File: src/rtl/flash_regif_pkg.sv
package flash_regif_pkg;

  localparam int unsigned WORD_W = 32;
  localparam int unsigned EVT_N  = 8;
  localparam int unsigned LVL_W  = 5;

  // register byte offsets
  localparam logic [11:0] OFS_CTRL   = 12'h000;
  localparam logic [11:0] OFS_MASK   = 12'h004;
  localparam logic [11:0] OFS_CLR    = 12'h008;
  localparam logic [11:0] OFS_THRESH = 12'h00C;
  localparam logic [11:0] OFS_REC    = 12'h010;
  localparam logic [11:0] OFS_ABITS  = 12'h018;
  localparam logic [11:0] OFS_MSTAT  = 12'h01C;
  localparam logic [11:0] OFS_FSTAT  = 12'h020;
  localparam logic [11:0] OFS_STAT   = 12'h024;
  localparam logic [11:0] OFS_RAW    = 12'h028;
  localparam logic [11:0] OFS_CMD    = 12'h100;
  localparam logic [11:0] OFS_ADDR   = 12'h104;
  localparam logic [11:0] OFS_DATA   = 12'h108;

  // raw event bit positions
  localparam int unsigned EV_RX_FULL  = 0;
  localparam int unsigned EV_RX_UDF   = 1;
  localparam int unsigned EV_TX_OVF   = 2;
  localparam int unsigned EV_TX_EMPTY = 3;
  localparam int unsigned EV_DONE     = 4;
  localparam int unsigned EV_BUS_ERR  = 5;
  localparam int unsigned EV_SER_ERR  = 6;
  localparam int unsigned EV_DMA_DONE = 7;

  function automatic logic [EVT_N-1:0] masked_events(
    input logic [EVT_N-1:0] raw, input logic [EVT_N-1:0] mask);
    return raw & ~mask;
  endfunction

  function automatic logic [EVT_N-1:0] w1c_update(
    input logic [EVT_N-1:0] raw, input logic [EVT_N-1:0] clr,
    input logic [EVT_N-1:0] set);
    return (raw & ~clr) | set;
  endfunction

  function automatic logic [WORD_W-1:0] fifo_status_word(
    input logic tx_full, input logic tx_empty,
    input logic rx_empty, input logic rx_full,
    input logic [LVL_W-1:0] tx_free, input logic [LVL_W-1:0] rx_used);
    logic [WORD_W-1:0] w;
    w        = '0;
    w[0]     = tx_full;
    w[1]     = tx_empty;
    w[2]     = rx_empty;
    w[3]     = rx_full;
    w[12:8]  = tx_free;
    w[20:16] = rx_used;
    return w;
  endfunction

endpackage

File: src/rtl/flash_word_fifo.sv
module flash_word_fifo #(
  parameter int unsigned W     = 32,
  parameter int unsigned DEPTH = 16,
  localparam int unsigned CNT_W = $clog2(DEPTH + 1)
) (
  input  logic             clk,
  input  logic             rst_n,
  input  logic             flush,
  input  logic             push,
  input  logic [W-1:0]     din,
  input  logic             pop,
  output logic [W-1:0]     dout,
  output logic [CNT_W-1:0] count,
  output logic             full,
  output logic             empty
);
  // DEPTH is a power of two so the pointers wrap on their own
  localparam int unsigned PTR_W = $clog2(DEPTH);

  logic [W-1:0]     mem [DEPTH];
  logic [PTR_W-1:0] wr_ptr, rd_ptr;
  logic [CNT_W-1:0] cnt_q;
  logic             do_push, do_pop;

  assign full    = (cnt_q == CNT_W'(DEPTH));
  assign empty   = (cnt_q == '0);
  assign do_push = push & ~full & ~flush;
  assign do_pop  = pop & ~empty & ~flush;
  assign dout    = mem[rd_ptr];
  assign count   = cnt_q;

  always_ff @(posedge clk or negedge rst_n) begin
    if (!rst_n) begin
      wr_ptr <= '0;
      rd_ptr <= '0;
      cnt_q  <= '0;
    end else if (flush) begin
      wr_ptr <= '0;
      rd_ptr <= '0;
      cnt_q  <= '0;
    end else begin
      if (do_push) wr_ptr <= wr_ptr + 1'b1;
      if (do_pop)  rd_ptr <= rd_ptr + 1'b1;
      case ({do_push, do_pop})
        2'b10:   cnt_q <= cnt_q + 1'b1;
        2'b01:   cnt_q <= cnt_q - 1'b1;
        default: cnt_q <= cnt_q;
      endcase
    end
  end

  always_ff @(posedge clk) begin
    if (do_push) mem[wr_ptr] <= din;
  end

endmodule

File: src/rtl/flash_irq_bank.sv
module flash_irq_bank
  import flash_regif_pkg::*;
(
  input  logic             clk,
  input  logic             rst_n,
  input  logic [EVT_N-1:0] set_vec,
  input  logic             clr_we,
  input  logic [EVT_N-1:0] clr_vec,
  input  logic             mask_we,
  input  logic [EVT_N-1:0] mask_din,
  output logic [EVT_N-1:0] raw,
  output logic [EVT_N-1:0] mask,
  output logic [EVT_N-1:0] masked,
  output logic             irq
);
  logic [EVT_N-1:0] raw_q, mask_q, clr_eff;

  assign clr_eff = clr_we ? clr_vec : '0;

  always_ff @(posedge clk or negedge rst_n) begin
    if (!rst_n) begin
      raw_q  <= '0;
      mask_q <= '0;
    end else begin
      raw_q <= w1c_update(raw_q, clr_eff, set_vec);
      if (mask_we) mask_q <= mask_din;
    end
  end

  assign raw    = raw_q;
  assign mask   = mask_q;
  assign masked = masked_events(raw_q, mask_q);
  assign irq    = |masked;

endmodule

File: src/rtl/flash_soft_reset.sv
module flash_soft_reset #(
  parameter int unsigned CYCLES = 4,
  localparam int unsigned CW = $clog2(CYCLES + 1)
) (
  input  logic clk,
  input  logic rst_n,
  input  logic start,
  output logic active
);
  logic [CW-1:0] cnt_q;

  assign active = (cnt_q != '0);

  always_ff @(posedge clk or negedge rst_n) begin
    if (!rst_n)                cnt_q <= '0;
    else if (start && !active) cnt_q <= CW'(CYCLES);
    else if (active)           cnt_q <= cnt_q - 1'b1;
  end

endmodule

File: src/rtl/flash_regif.sv
module flash_regif
  import flash_regif_pkg::*;
#(
  parameter int unsigned FIFO_DEPTH = 16,
  parameter int unsigned RST_CYCLES = 4,
  parameter int unsigned ADDR_W     = 12
) (
  input  logic              clk,
  input  logic              rst_n,
  input  logic              req_valid,
  output logic              req_ready,
  input  logic              req_write,
  input  logic [ADDR_W-1:0] req_addr,
  input  logic [WORD_W-1:0] req_wdata,
  output logic              rsp_valid,
  output logic [WORD_W-1:0] rsp_rdata,
  output logic              irq,
  output logic              seq_start,
  output logic              seq_flush,
  output logic [WORD_W-1:0] seq_ctrl,
  output logic [WORD_W-1:0] seq_cmd,
  output logic [WORD_W-1:0] seq_addr,
  output logic [WORD_W-1:0] seq_abits,
  output logic [WORD_W-1:0] seq_thresh,
  input  logic              seq_tx_pop,
  output logic [WORD_W-1:0] seq_tx_data,
  output logic              seq_tx_valid,
  input  logic              seq_rx_push,
  input  logic [WORD_W-1:0] seq_rx_data,
  output logic              seq_rx_ready,
  input  logic              seq_done,
  input  logic              seq_bus_err,
  input  logic              seq_ser_err,
  input  logic              seq_dma_done
);
  localparam int unsigned CNT_W = $clog2(FIFO_DEPTH + 1);

  // access decode
  logic wr_acc, rd_acc;
  logic hit_ctrl, hit_mask, hit_clr, hit_thresh, hit_rec, hit_abits;
  logic hit_cmd, hit_addr, hit_data;

  assign req_ready  = 1'b1;
  assign wr_acc     = req_valid & req_write;
  assign rd_acc     = req_valid & ~req_write;
  assign hit_ctrl   = (req_addr == ADDR_W'(OFS_CTRL));
  assign hit_mask   = (req_addr == ADDR_W'(OFS_MASK));
  assign hit_clr    = (req_addr == ADDR_W'(OFS_CLR));
  assign hit_thresh = (req_addr == ADDR_W'(OFS_THRESH));
  assign hit_rec    = (req_addr == ADDR_W'(OFS_REC));
  assign hit_abits  = (req_addr == ADDR_W'(OFS_ABITS));
  assign hit_cmd    = (req_addr == ADDR_W'(OFS_CMD));
  assign hit_addr   = (req_addr == ADDR_W'(OFS_ADDR));
  assign hit_data   = (req_addr == ADDR_W'(OFS_DATA));

  // soft reset
  logic rec_active;

  flash_soft_reset #(.CYCLES(RST_CYCLES)) u_srst (
    .clk    (clk),
    .rst_n  (rst_n),
    .start  (wr_acc & hit_rec & req_wdata[0]),
    .active (rec_active)
  );
  assign seq_flush = rec_active;

  // FIFOs
  logic [WORD_W-1:0] tx_head, rx_head;
  logic [CNT_W-1:0]  tx_cnt, rx_cnt;
  logic              tx_full, tx_empty, rx_full, rx_empty;
  logic              tx_push, tx_pop, rx_push, rx_pop;

  assign tx_push = wr_acc & hit_data;
  assign tx_pop  = seq_tx_pop;
  assign rx_push = seq_rx_push;
  assign rx_pop  = rd_acc & hit_data;

  flash_word_fifo #(.W(WORD_W), .DEPTH(FIFO_DEPTH)) u_txf (
    .clk (clk), .rst_n (rst_n), .flush (rec_active),
    .push (tx_push), .din (req_wdata), .pop (tx_pop),
    .dout (tx_head), .count (tx_cnt), .full (tx_full), .empty (tx_empty)
  );

  flash_word_fifo #(.W(WORD_W), .DEPTH(FIFO_DEPTH)) u_rxf (
    .clk (clk), .rst_n (rst_n), .flush (rec_active),
    .push (rx_push), .din (seq_rx_data), .pop (rx_pop),
    .dout (rx_head), .count (rx_cnt), .full (rx_full), .empty (rx_empty)
  );

  assign seq_tx_data  = tx_head;
  assign seq_tx_valid = ~tx_empty;
  assign seq_rx_ready = ~rx_full;

  // named events
  logic tx_ovf_ev, rx_udf_ev, rx_full_ev, tx_empty_ev;

  assign tx_ovf_ev   = tx_push & tx_full;
  assign rx_udf_ev   = rx_pop & rx_empty;
  assign rx_full_ev  = rx_push & ~rx_full & ~rec_active & ~(rx_pop & ~rx_empty)
                     & (rx_cnt == CNT_W'(FIFO_DEPTH - 1));
  assign tx_empty_ev = tx_pop & ~tx_empty & ~rec_active & ~(tx_push & ~tx_full)
                     & (tx_cnt == CNT_W'(1));

  // interrupts
  logic [EVT_N-1:0] ev_set, irq_raw, irq_mask, irq_masked;

  always_comb begin
    ev_set              = '0;
    ev_set[EV_RX_FULL]  = rx_full_ev;
    ev_set[EV_RX_UDF]   = rx_udf_ev;
    ev_set[EV_TX_OVF]   = tx_ovf_ev;
    ev_set[EV_TX_EMPTY] = tx_empty_ev;
    ev_set[EV_DONE]     = seq_done;
    ev_set[EV_BUS_ERR]  = seq_bus_err;
    ev_set[EV_SER_ERR]  = seq_ser_err;
    ev_set[EV_DMA_DONE] = seq_dma_done;
  end

  flash_irq_bank u_irq (
    .clk      (clk),
    .rst_n    (rst_n),
    .set_vec  (ev_set),
    .clr_we   (wr_acc & hit_clr),
    .clr_vec  (req_wdata[EVT_N-1:0]),
    .mask_we  (wr_acc & hit_mask),
    .mask_din (req_wdata[EVT_N-1:0]),
    .raw      (irq_raw),
    .mask     (irq_mask),
    .masked   (irq_masked),
    .irq      (irq)
  );

  // configuration registers and busy flag
  logic [WORD_W-1:0] ctrl_q, thresh_q, abits_q, cmd_q, addr_q;
  logic              busy_q, start_q;

  always_ff @(posedge clk or negedge rst_n) begin
    if (!rst_n) begin
      ctrl_q   <= '0;
      thresh_q <= '0;
      abits_q  <= '0;
      cmd_q    <= '0;
      addr_q   <= '0;
      busy_q   <= 1'b0;
      start_q  <= 1'b0;
    end else begin
      if (wr_acc && hit_ctrl && !busy_q) ctrl_q   <= req_wdata;
      if (wr_acc && hit_thresh)          thresh_q <= req_wdata;
      if (wr_acc && hit_abits)           abits_q  <= req_wdata;
      if (wr_acc && hit_cmd)             cmd_q    <= req_wdata;
      if (wr_acc && hit_addr)            addr_q   <= req_wdata;
      start_q <= wr_acc & hit_cmd & ~rec_active;
      if (rec_active)              busy_q <= 1'b0;
      else if (wr_acc && hit_cmd)  busy_q <= 1'b1;
      else if (seq_done)           busy_q <= 1'b0;
    end
  end

  assign seq_start  = start_q;
  assign seq_ctrl   = ctrl_q;
  assign seq_cmd    = cmd_q;
  assign seq_addr   = addr_q;
  assign seq_abits  = abits_q;
  assign seq_thresh = thresh_q;

  // read path
  logic [WORD_W-1:0] rd_val, fstat;
  logic [WORD_W-1:0] rsp_q;
  logic              rsp_v_q;

  assign fstat = fifo_status_word(tx_full, tx_empty, rx_empty, rx_full,
                                  LVL_W'(CNT_W'(FIFO_DEPTH) - tx_cnt),
                                  LVL_W'(rx_cnt));

  always_comb begin
    rd_val = '0;
    case (req_addr)
      ADDR_W'(OFS_CTRL):   rd_val = ctrl_q;
      ADDR_W'(OFS_MASK):   rd_val = WORD_W'(irq_mask);
      ADDR_W'(OFS_THRESH): rd_val = thresh_q;
      ADDR_W'(OFS_REC):    rd_val = WORD_W'(rec_active);
      ADDR_W'(OFS_ABITS):  rd_val = abits_q;
      ADDR_W'(OFS_MSTAT):  rd_val = WORD_W'(irq_masked);
      ADDR_W'(OFS_FSTAT):  rd_val = fstat;
      ADDR_W'(OFS_STAT):   rd_val = WORD_W'(busy_q);
      ADDR_W'(OFS_RAW):    rd_val = WORD_W'(irq_raw);
      ADDR_W'(OFS_CMD):    rd_val = cmd_q;
      ADDR_W'(OFS_ADDR):   rd_val = addr_q;
      ADDR_W'(OFS_DATA):   rd_val = rx_empty ? '0 : rx_head;
      default:             rd_val = '0;
    endcase
  end

  always_ff @(posedge clk or negedge rst_n) begin
    if (!rst_n) begin
      rsp_v_q <= 1'b0;
      rsp_q   <= '0;
    end else begin
      rsp_v_q <= rd_acc;
      rsp_q   <= rd_acc ? rd_val : '0;
    end
  end

  assign rsp_valid = rsp_v_q;
  assign rsp_rdata = rsp_q;

endmodule

File: config.mk
export PLATFORM = sky130hd
export DESIGN_NAME = flash_regif
export DESIGN_NICKNAME = d
export VERILOG_FILES = /design/src/rtl/flash_regif_pkg.sv /design/src/rtl/flash_word_fifo.sv /design/src/rtl/flash_irq_bank.sv /design/src/rtl/flash_soft_reset.sv /design/src/rtl/flash_regif.sv
export SDC_FILE = /design/constraint.sdc
export NUM_CORES = 1
export LEC_CHECK = 0
export BUFFER_PORTS_ARGS = -buffer_cell sky130_fd_sc_hd__buf_2
export CORE_ASPECT_RATIO = 0.9
export CORE_MARGIN = 5
export CORE_UTILIZATION = 49
export CTS_CLUSTER_SIZE = 40
export DETAILED_ROUTE_END_ITERATION = 8
export PLACE_DENSITY = 0.67
export SYNTH_ARGS = -nofsm -noshare
export SYNTH_HDL_FRONTEND = slang
export SYNTH_HIERARCHICAL = 1
export SYNTH_SLANG_ARGS = --single-unit
export TNS_END_PERCENT = 20
File: constraint.sdc
create_clock -name clk -period 9.25 [get_ports clk]
set_clock_uncertainty 0.05 [all_clocks]
set_input_delay 1.85 -clock clk [delete_from_list [all_inputs] [get_ports clk]]
set_output_delay 1.85 -clock clk [all_outputs]
set_load 0.01 [all_outputs]
* Word-level counts from Yosys, hierarchy flattened
Memory sizes are Yosys's and may differ from the RTL's.
Index checks and enable logic that the tools add are counted.
** Word-level totals
- Logic and storage cells :: 134
- Register bits after elaboration :: 240
- Memories :: 2
- Bits of input ports :: 86
- Output and inout bits :: 231
- Memory bits (writable) :: 1024
** Memories
- u_rxf.mem :: depth 16, bits a word 32, read ports 1, clocked after Yosys merged registers in 0, wr ports 1, RTL line flash_word_fifo.sv:20 : logic [W-1:0] mem [DEPTH];
- u_txf.mem :: depth 16, bits a word 32, read ports 1, clocked after Yosys merged registers in 0, wr ports 1, RTL line flash_word_fifo.sv:20
** Operators by class
- Muxes and demuxes :: 25
- Bitwise logic cells :: 37
- Equal/unequal tests :: 20
- Reduce and logical (&&, ||, !) cells :: 22
- $add $sub $neg :: 10
** Operators with widths (number)
- 32-bit case mux with 12 select lines :: 1
- 32-bit two-way mux :: 2
- 12-bit by 5-bit equality test with 1-bit output, second input constant :: 3
- 12-bit by 6-bit equality test with 1-bit output, second input constant :: 3
- 12-bit by 9-bit equality test with 1-bit output, second input constant :: 3
- 4-bit two-way mux :: 8
- 1-bit bitwise AND :: 24
- 12-bit by 4-bit equality test with 1-bit output, second input constant :: 2
- 5-bit case mux with 2 select lines :: 2
- 4-bit by 1-bit adder with 4-bit output, second input constant :: 4
- 8-bit bitwise AND :: 2
- 8-bit NOT :: 2
- 12-bit by 3-bit equality test with 1-bit output, second input constant :: 1
- 12-bit zero test :: 1
- 3-bit nonzero test :: 4
- 5-bit by 1-bit adder with 5-bit output, second input constant :: 2
- 5-bit equality test, second input constant :: 2
- 5-bit zero test :: 2
- 5-bit two-way mux :: 2
- 2-bit nonzero test :: 5
- 5-bit by 1-bit subtractor with 5-bit output, second input constant :: 2
- 8-bit two-way mux :: 1
- 1-bit NOT :: 8
- 8-bit bitwise OR :: 1
- 11 further kinds :: 27

* Logic depth before layout (Yosys ltp)
- Word-level depth :: 8
- Gate-level depth with buffers :: 15

* Modules after synthesis
Netlist, hierarchy kept.
** By module, submodules not included
- flash_word_fifo at u_txf :: cells each 1069, instances 1, area an instance 20490.9 sq um
- flash_word_fifo at u_rxf :: cells each 1036, instances 1, area an instance 20413.3 sq um
- flash_regif :: cells each 665, instances 1, area an instance 9062.4 sq um
- flash_irq_bank :: cells each 53, instances 1, area an instance 725.7 sq um
- flash_soft_reset :: cells each 15, instances 1, area an instance 177.7 sq um

* Least setup slack after synthesis
No wires, ideal clock.
- Kind :: input -> register
- From :: input req_addr[4]
- To :: memory u_txf.mem[15][0], enable pin
- Arrival time :: 5042 ps
- Stages :: 7
- Required time :: 8779 ps
- Buffers on the path :: 1
- Path slack :: 3737 ps
- Cells stage by stage :: nor4_4 -> nand3_2 -> nor3_1 -> clkbuf_1 -> a21boi_1 -> nand2_1 -> nor2_1
** Between the ends
- Word-level cells in the longest chain between the ends :: 6
** Ends and longest elaborated chain
- from (decl) :: RTL line flash_regif.sv:13 : input logic [ADDR_W-1:0] req_addr,
- 12-bit by 9-bit equality test with 1-bit output :: RTL line flash_regif.sv:54 : assign hit_data = (req_addr == ADDR_W'(OFS_DATA));
- 1-bit bitwise AND :: RTL line flash_regif.sv:73 : assign tx_push = wr_acc & hit_data;
- via tx_push :: RTL line flash_regif.sv:71 : logic tx_push, tx_pop, rx_push, rx_pop;
- 1-bit bitwise AND (2 in a row) :: RTL line flash_word_fifo.sv:27 : assign do_push = push & ~full & ~flush;
- 1-bit two-way mux :: RTL line flash_word_fifo.sv:53 : if (do_push) mem[wr_ptr] <= din;
- 1-bit two-way mux (not written as such) :: RTL line flash_word_fifo.sv:53
- to (decl) :: RTL line flash_word_fifo.sv:20
The timed path passes the listed nets, and every way through them passes these cells.

* Worst setup path in the final report
- From :: register u_txf.rd_ptr[2]
- To :: output seq_tx_data[5]
** Between the ends
- Word-level cells in the longest chain between the ends :: 1
** Ends and longest elaborated chain
- from (decl) :: RTL line flash_word_fifo.sv:21 : logic [PTR_W-1:0] wr_ptr, rd_ptr;
- from (signal assigned) :: RTL line flash_word_fifo.sv:43 : if (do_pop) rd_ptr <= rd_ptr + 1'b1;
- memory 16 x 32 bit
- to (decl) :: RTL line flash_regif.sv:26 : output logic [WORD_W-1:0] seq_tx_data,
No other way between the ends.

==> metrics.yaml <==
switching_power_uw: 2600
p_leak_uw: 0.0205
cts_hold_buffers: 0
hold_path_class: "reg2reg"
timing.final.hold_violations: 0
wl_per_cell_um: 29.4
postCtsSetupRepairBufs: 0
drt_first_pass_iters: 7
grt_pass1_vias: 28735
pwr-share-comb_pct: 5.6
die_width_um: 350
final_area_um2: 58300
num_vias: 28824
track_usage_pct: 24.6
p_per_area_nw_per_um2: 205
relSlewSlack_pct: 13.1
final_nets: 3286
dieArea_um2: 110000
fmax_mhz: 173
p_sw_share_pct: 21.7
antenna_found_initial: 21
syn_area_um2: 50900
cts_max_path_buffers: 3
cp_max_fo: 32
root_buffer: "clkbuf_16"
period_share_pct: 62.4
post-route-drc-count: 0
hold_depth: 1
ant_nets: 0
wl_mm: 137
place_area_um2: 54100
clk_pin_slew_ns: 0.07
yosys_warnings: 6
detailed_place_hpwl_mm: 85.5
yosysUniqueCellTypes: 69
cp-start-kind: "register"
ys_seq_elements: 1264
cts_tree: "done"
stdcell_count: 4660
htreeDepth: 4
seq_area_frac_synth_pct: 72.3
synth_flop_cell: "edfxtp_1"
crit_arrival_ns: 3.87
place_inst: 4414
via_per_inst: 6.19
p_int_uw: 9380
netlist.area_leader.share_pct: 60.4
maxCapViolCount: 0
critPathCaptureType: "output port"
place.gp.congestion: 0.872
initial_core_util_pct: 49.2
peakVddDrop_mv: 0.181
grt_pass1_wl_mm: 198
overflow: 0
drive_gt1_share_pct: 29.5
power_frac_seq_pct: 52.1
core_um2: 103000
synth_edf_count: 1024
yosys.area.top_type: "edfxtp_1"
setup_viol: 0
tightest_slew_ns: 1.29
status: "finished, final reports clean"
io_buffers: 315
fill_cells: 7819
synthTopCellsByArea: "edfxtp_1, dfrtp_1, mux4_2"
finalCriticalPeriod_ns: 5.77
clk_latency_ns: 0.72
cts_buffers: 130
clock_power_share_pct: 42.3
async_reset_ff_share_pct: 19.0
ioPinCount: 317
die_y_um: 316
syn-num-nets: 2946
clock-sinks: 1264
grt_max_degree: 141
syn-mean-instance-area_um2: 17.9
synth_cells: 2838
num_rows: 112
area_growth_pct: 14.6
finalSetupTns_ns: 0
drt_iter0_drc: 3553
path_class: "reg2out"
rsz0062_at_grt: "no"
r2r_cells: 7
cts_resized: 0
slew_violations: 0
cp_data_required_time_ns: 7.35
registers in the layout, indices dropped and copies added (netlist names), 5 cells and up:
signal       count
seq_ctrl        32
seq_addr        32
u_irq/mask       8
seq_cmd         32
seq_thresh      32
u_txf/mem      512
u_rxf/mem      512
u_rxf/count      5
seq_abits       32
rsp_rdata       32
u_irq/raw        8
u_txf/count      5
final timing paths:
path                                              from                       end  slack (ns)
setup reg to reg           u_rxf/rd_ptr[1]$_DFFE_PN0P_   rsp_rdata[18]$_DFF_PN0_        5.35
setup / recovery           u_txf/rd_ptr[2]$_DFFE_PN0P_            seq_tx_data[5]        3.48
max in group asynchronous                        rst_n   seq_cmd[28]$_DFFE_PN0P_        6.69
min in group asynchronous                        rst_n  seq_addr[10]$_DFFE_PN0P_        1.07
hold / removal                  u_irq/raw[1]$_DFF_PN0_    u_irq/raw[1]$_DFF_PN0_        0.46
hold reg to reg                 u_irq/raw[1]$_DFF_PN0_    u_irq/raw[1]$_DFF_PN0_        0.46
cell families after synthesis:
group / after synthesis / share of synthesized area [%]
AO/OA/AOI/OAI: 464 / 6.39
XOR/XNOR: 19 / 0.327
adder cells (fa/ha/maj): 22 / 0.571
buffers and inverters: 187 / 1.75
flip-flops: 1264 / 72.3
multiplexers: 597 / 15.9
other: 1 / 0.00737
AND/OR/NAND/NOR: 284 / 2.76
area by class of cell:
cell class | instances | area (um2) | area share (%)
clock inverters | 60 | 552 | 0.946
inverters | 27 | 101 | 0.174
multi-input cells | 1387 | 13500 | 23.2
well taps | 1368 | 1710 | 2.94
flip-flops and latches | 1264 | 36800 | 63.0
repair buffers | 368 | 2000 | 3.42
diodes | 9 | 22.5 | 0.0386
clock buffers | 177 | 3620 | 6.20
cells in the mapped netlist (all sizes together), types with 6 or more instances:
library cell and n:
and2 6, xnor2 7, ha 20, dfrtp 240, a222oi 26, a22oi 117
a21oi 61, a221oi 96, o21ai 109, xor2 12, edfxtp 1024, buf 88
or3 6, inv 26, nor2b 16, nor4 9, nand3 11, a31oi 18
nand4 6, mux2i 241, mux4 128, nor2 85, clkbuf 72, nand2 107
a21o 11, nor3 17, mux2 228
worst max-delay path, cell delays in order, from the launching register on:
cell and delay, ns:
dfrtp_1 0.73, buf_4 0.43, nand2_1 0.81, o21ai_0 0.56, a21oi_1 0.13, a22oi_1 0.22, nand2_1 0.10, buf_2 0.15
power by group through the flow:
stage	clock network, uW	logic (uW)	registers, uW
floorplan	0	378	6350
global placement	0	644	6360
detailed placement	0	667	6360
CTS	5160	669	6240
global route	5420	720	6250
finish	5070	670	6240
cells in the final DEF, fill, tap and decap left out, drive strengths merged, types with 4 or more instances in the layout:
cell / instances
buf: 368
nor4: 9
diode: 9
nand2b: 4
o21ai: 109
xnor2: 7
mux2i: 241
mux4: 128
nor2: 85
mux2: 228
a21oi: 61
nor2b: 16
ha: 20
and2: 6
edfxtp: 1024
a22oi: 117
nand4: 6
nor3: 17
a21o: 11
a31oi: 18
or3: 6
nand3: 11
clkinv: 48
clkbuf: 177
xor2: 12
nand2: 107
or4: 5
bufinv: 7
inv: 29
a222oi: 26
a221oi: 96
o2bb2ai: 4
o211ai: 5
dfrtp: 240
per-layer routing:
metal / part of all wire [%] / global-route usage (%) / up-vias
met2: 46 / 38.1 / 1458
met5: 0.066 / 0 / -
met3: 11 / 8.08 / 237
met1: 40 / 34.0 / 14984
li1: - / - / 12131
met4: 2.6 / 6.99 / 14
stage by stage:
stage / setup slack, ns / hold slack [ns] / utilization [%] / total power, uW
2_1_floorplan: 3.74 / 0.408 / - / 6730
3_3_place_gp: 3.19 / 0.432 / 52.3 / 7000
3_5_place_dp: 3.02 / 0.443 / 52.3 / 7030
4_1_cts: 3.52 / 0.458 / 56.4 / 12100
5_1_grt: 3.35 / 0.466 / 56.4 / 12400
6_report: 3.48 / 0.457 / 56.4 / 12000
Power figures use the tool's default switching activity.
